## config.mk

```make
export PLATFORM = sky130hd
export DESIGN_NAME = sfs_status_reg
export DESIGN_NICKNAME = d
export VERILOG_FILES = /design/src/rtl/sfs_pkg.sv /design/src/rtl/sfs_sticky.sv /design/src/rtl/sfs_level_view.sv /design/src/rtl/sfs_status_reg.sv
export SDC_FILE = /design/constraint.sdc
export NUM_CORES = 1
export LEC_CHECK = 0
export ABC_AREA = 1
export BUFFER_PORTS_ARGS = -buffer_cell sky130_fd_sc_hd__buf_2
export CAP_MARGIN = 20
export CORE_MARGIN = 2
export CORE_UTILIZATION = 43
export CTS_BUF_LIST = sky130_fd_sc_hd__clkbuf_2 sky130_fd_sc_hd__clkbuf_4 sky130_fd_sc_hd__clkbuf_8
export CTS_CLUSTER_SIZE = 8
export DETAILED_ROUTE_END_ITERATION = 10
export HOLD_SLACK_MARGIN = 0.12
export PLACE_DENSITY = 0.85
export SYNTH_ARGS = -nofsm -noshare
export SYNTH_HDL_FRONTEND = slang
export SYNTH_SLANG_ARGS = --single-unit
```

## constraint.sdc

```tcl
create_clock -name clk -period 1.6 [get_ports clk]
set_input_delay 0.08 -clock clk [delete_from_list [all_inputs] [get_ports clk]]
set_output_delay 0.08 -clock clk [all_outputs]
set_load 0.005 [all_outputs]
```

## src/rtl/sfs_pkg.sv

```systemverilog
package sfs_pkg;
  localparam int WORD_W   = 32;
  localparam int FIELD_W  = 8;
  localparam int NUM_EVT  = 2;
  localparam int B_RX_TH  = 0;
  localparam int B_TX_TH  = 1;
  localparam int B_RX_EMP = 8;
  localparam int B_TX_EMP = 9;
  localparam int F_RX_CNT = 16;
  localparam int F_TX_FREE = 24;
  localparam logic [WORD_W-1:0] RESET_WORD = 32'h0000_0300;

  // event index 0: receive timeout, index 1: bus error
  function automatic int evt_bit(input int idx);
    return (idx == 0) ? 4 : 7;
  endfunction

  typedef struct packed {
    logic               rx_th;
    logic               tx_th;
    logic               rx_empty;
    logic               tx_empty;
    logic [FIELD_W-1:0] rx_cnt;
    logic [FIELD_W-1:0] tx_free;
  } level_view_t;

  function automatic logic [WORD_W-1:0] pack_word(input level_view_t v,
                                                  input logic [NUM_EVT-1:0] evt);
    logic [WORD_W-1:0] w;
    w = '0;
    w[B_RX_TH]  = v.rx_th;
    w[B_TX_TH]  = v.tx_th;
    w[B_RX_EMP] = v.rx_empty;
    w[B_TX_EMP] = v.tx_empty;
    w[F_RX_CNT +: FIELD_W]  = v.rx_cnt;
    w[F_TX_FREE +: FIELD_W] = v.tx_free;
    for (int i = 0; i < NUM_EVT; i++) w[evt_bit(i)] = evt[i];
    return w;
  endfunction
endpackage

```

## src/rtl/sfs_sticky.sv

```systemverilog
module sfs_sticky (
  input  logic clk,
  input  logic rst,
  input  logic set_i,
  input  logic clr_i,
  output logic flag_o
);
  // the set term is ORed last, so a set in the clear cycle survives
  always_ff @(posedge clk) begin
    if (rst) flag_o <= 1'b0;
    else     flag_o <= set_i | (flag_o & ~clr_i);
  end
endmodule

```

## src/rtl/sfs_level_view.sv

```systemverilog
module sfs_level_view
  import sfs_pkg::*;
#(
  parameter int DEPTH = 16,
  parameter int CNT_W = $clog2(DEPTH + 1)
) (
  input  logic [CNT_W-1:0] rx_level,
  input  logic [CNT_W-1:0] tx_level,
  input  logic [CNT_W-1:0] rx_thresh,
  input  logic [CNT_W-1:0] tx_thresh,
  input  logic             tx_enable,
  output level_view_t      view
);
  localparam logic [CNT_W-1:0] DEPTH_V = CNT_W'(DEPTH);

  logic [CNT_W-1:0] free_slots;

  always_comb begin
    free_slots    = tx_enable ? (DEPTH_V - tx_level) : '0;
    view.rx_th    = (rx_level >= rx_thresh);
    view.tx_th    = (tx_level <= tx_thresh);
    view.rx_empty = (rx_level == '0);
    view.tx_empty = (tx_level == '0);
    view.rx_cnt   = FIELD_W'(rx_level);
    view.tx_free  = FIELD_W'(free_slots);
  end
endmodule

```

## src/rtl/sfs_status_reg.sv

```systemverilog
module sfs_status_reg
  import sfs_pkg::*;
#(
  parameter int DEPTH = 16,
  parameter int CNT_W = $clog2(DEPTH + 1)
) (
  input  logic              clk,
  input  logic              rst,
  input  logic [CNT_W-1:0]  rx_level,
  input  logic [CNT_W-1:0]  tx_level,
  input  logic [CNT_W-1:0]  rx_thresh,
  input  logic [CNT_W-1:0]  tx_thresh,
  input  logic              tx_enable,
  input  logic              rx_timeout,
  input  logic              bus_error,
  input  logic              wr_en,
  input  logic [WORD_W-1:0] wr_data,
  input  logic              rd_en,
  output logic [WORD_W-1:0] rd_data
);
  level_view_t        view;
  logic [NUM_EVT-1:0] evt_set;
  logic [NUM_EVT-1:0] evt_q;

  assign evt_set = {bus_error, rx_timeout};

  sfs_level_view #(.DEPTH(DEPTH), .CNT_W(CNT_W)) i_view (
    .rx_level (rx_level),
    .tx_level (tx_level),
    .rx_thresh(rx_thresh),
    .tx_thresh(tx_thresh),
    .tx_enable(tx_enable),
    .view     (view)
  );

  for (genvar g = 0; g < NUM_EVT; g++) begin : g_evt
    sfs_sticky i_flag (
      .clk   (clk),
      .rst   (rst),
      .set_i (evt_set[g]),
      .clr_i (wr_en & wr_data[evt_bit(g)]),
      .flag_o(evt_q[g])
    );
  end

  always_ff @(posedge clk) begin
    if (rst)        rd_data <= RESET_WORD;
    else if (rd_en) rd_data <= pack_word(view, evt_q);
  end
endmodule

```

==> flow_metrics.tcl <==
set metrics [dict create \
    status "complete, no violations" \
    overflow 0 \
    maxCapViolCount 0 \
    met1_usage_pct 18.6 \
    synth_area_mm2 0.00110 \
    grt_pass1_vias 960 \
    start_util_pct 44.9 \
    antenna_found_initial 0 \
    fmax_ghz 0.720 \
    cts_tree "built" \
    antenna_left 0 \
    die_width_um 54.6 \
    rrSetupSlack_ns 0.43 \
    tns_ns 0 \
    yosysSeqAreaShare_pct 32.7 \
    crit_arrival_ns 1.63 \
    cp_max_fo 4 \
    avgRoutedWirePerCell_um 9.69 \
    p_comb_share_pct 23.7 \
    synth_cells 152 \
    viasPerCell 4.38 \
    p_sw_share_pct 28.1 \
    slowest_stage "dlygate4sd3_1" \
    start_kind "input pin" \
    core_region_area_mm2 0.00245 \
    yosysTopAreaCell "dfxtp_1" \
    setup_violations 0 \
    peakVddDrop_uv 383 \
    insertion_delay_ns 0.29 \
    synth_area_leaders "dfxtp_1 (33%), ha_1 (14%), buf_4 (12%), inv_1 (7.5%), nand2_1 (7.5%)" \
    remaining_drc_errors 0 \
    cts_hold_buffers 12 \
    dp_hpwl_um 1720 \
    clockPowerShare_pct 23.8 \
    total_power_uw 934 \
    slew_viol_final 0 \
    drive_gt1_share_pct 25.1 \
    p_switching_uw 262 \
    ys_ff_latch 18 \
    grt-busiest-layer "met2" \
    yosysTopAreaCellShare_pct 32.7 \
    fp-row-count 18 \
    crit_chain "dlygate4sd3_1 -> buf_2 -> inv_1 -> ha_1 -> nand2_1 -> nor2_1 -> ha_1 -> a2bb2oi_1 -> nor2_1" \
    holdWs_ns 0.126 \
    clk_path_buf_depth 2 \
    cp_top_family "buffers and inverters" \
    synth.avg_cell_area_um2 7.24 \
    rsz0062_at_grt "no" \
    wl_um 2300 \
    min_path_type "input pin to flop" \
    grt_use_met3_pct 1.64 \
    grt_use_met2_pct 34.3 \
    nets 280 \
    drtIter0Drc 7 \
    fin_skew_ns 0.00306 \
    path_class "input pin to flop" \
    path_buf_inv 3 \
    syn_to_final_growth_pct 28.4 \
    vias 1037 \
    p_int_uw 672 \
    track_usage_pct 18.0 \
    die-area_mm2 0.00298 \
    path_clk_slew_ns 0.10 \
    grt_pass1_wl_um 3800 \
    grt_max_degree 15 \
    drt_pass1_iterations 3 \
    die_h_um 54.6 \
    power.share.sequential_pct 52.5 \
    ys_types 21 \
    gp_congestion 0.762 \
    cp_slowest_stage_delay_ns 0.53 \
    period_minus_slack_ns 1.39 \
    required_ns 1.84 \
    num_io_pins 91 \
    n_antenna_cell 0 \
    p_leak_nw 0.801 \
    port_buffers 44 \
    final-hold-violation-count 0 \
    cts_resized 0 \
    p_per_area_mw_per_mm2 661 \
    cts_setup_buffers 0 \
    fin_crit_sh_pct 86.8 \
    htreeDepth 1 \
    numClockSinks 18 \
    cts_root_buf "clkbuf_4" \
    cts_inserted_buffers 3 \
    synth_warnings 0 \
    crit_path_end_kind "flop" \
]
## cells in the mapped netlist
library cell	n
nand2_2	1
conb_1	1
o21ai_1	1
ha_1	12
inv_2	2
a21oi_2	2
nand3_1	6
nor2_1	20
o21ai_0	9
dfxtp_1	18
buf_6	1
inv_1	22
nand4_1	1
a21oi_1	12
a2bb2oi_1	1
buf_4	17
clkinv_1	1
buf_2	1
nor3_1	1
o211ai_1	1
nand2_1	22
## worst min-delay path: stages
cell and delay, ns:
buf_2 0.13, nand2_1 0.06, nand3_1 0.06, a21oi_1 0.05
## cell type report
| cell class | count | area (um2) |
|---|---|---|
| tap | 30 | 37.5 |
| sequential | 18 | 360 |
| inverter | 25 | 93.8 |
| timing repair buffer | 56 | 340 |
| multi-input combinational | 105 | 559 |
| fill | 260 | 1040 |
| clock buffer | 3 | 22.5 |
## power groups by stage
stage / sequential (mW) / combinational (mW) / clock, mW
4_1_cts: 0.491 / 0.223 / 0.226
5_1_grt: 0.494 / 0.264 / 0.243
6_report: 0.491 / 0.221 / 0.222
3_3_place_gp: 0.500 / 0.194 / 0
2_1_floorplan: 0.503 / 0.143 / 0
3_5_place_dp: 0.501 / 0.198 / 0
## flip-flops by register name (all words and copies together) (netlist names)
register	count
rd_data	16
g_evt.i_flag.flag_o	2
## kinds of logic (layout without fill, tap and decap cells)
logic type / Yosys count / after routing / synth area share, %
buffers and inverters: 44 / 84 / 21.6
and+or+nand+nor: 51 / 51 / 18.6
other: 1 / 16 / 0.341
DFF: 18 / 18 / 32.7
adders and majority gates: 12 / 12 / 13.6
AOI/OAI and AO/OA: 26 / 26 / 13.1
## metal layers
layer / share of wire, % / wire length (um)
met3: 4.6 / 106
met1: 44 / 1020
met5: 0 / 0
met2: 49 / 1120
met4: 2.5 / 57
## worst paths after layout
| kind | start | to | depth (start not counted) |
|---|---|---|---|
| worst min-delay path | tx_level[3] | rd_data[27] | 4 |
| worst min register to register | rd_data[27] | rd_data[27] | 2 |
| worst max-delay path | tx_level[0] | rd_data[28] | 9 |
| worst max register to register | g_evt[1].i_flag.flag_o | g_evt[1].i_flag.flag_o | 3 |
## per-stage QoR
stage / util, % / std cells / setup WS, ns / area (um2)
2_1_floorplan: - / 167 / 0.599 / 1160
3_3_place_gp: 51.8 / 222 / 0.449 / 1270
3_5_place_dp: 51.8 / 222 / 0.426 / 1270
4_1_cts: 57.6 / 237 / 0.201 / 1410
5_1_grt: 57.6 / 237 / 0.0719 / 1410
6_report: 57.6 / 237 / 0.212 / 1410
## cell usage in the layout, fill, tap and decap left out, drive strengths merged, types with 3 or more instances in the layout
cell type | Yosys | final
a21oi | 14 | 14
nand2 | 23 | 23
nor2 | 20 | 20
inv | 24 | 24
conb | 1 | 16
buf | 19 | 44
dfxtp | 18 | 18
o21ai | 10 | 10
nand3 | 6 | 6
ha | 12 | 12
clkbuf | 0 | 3
dlygate4sd3 | 0 | 12
Power figures use the tool's default switching activity.
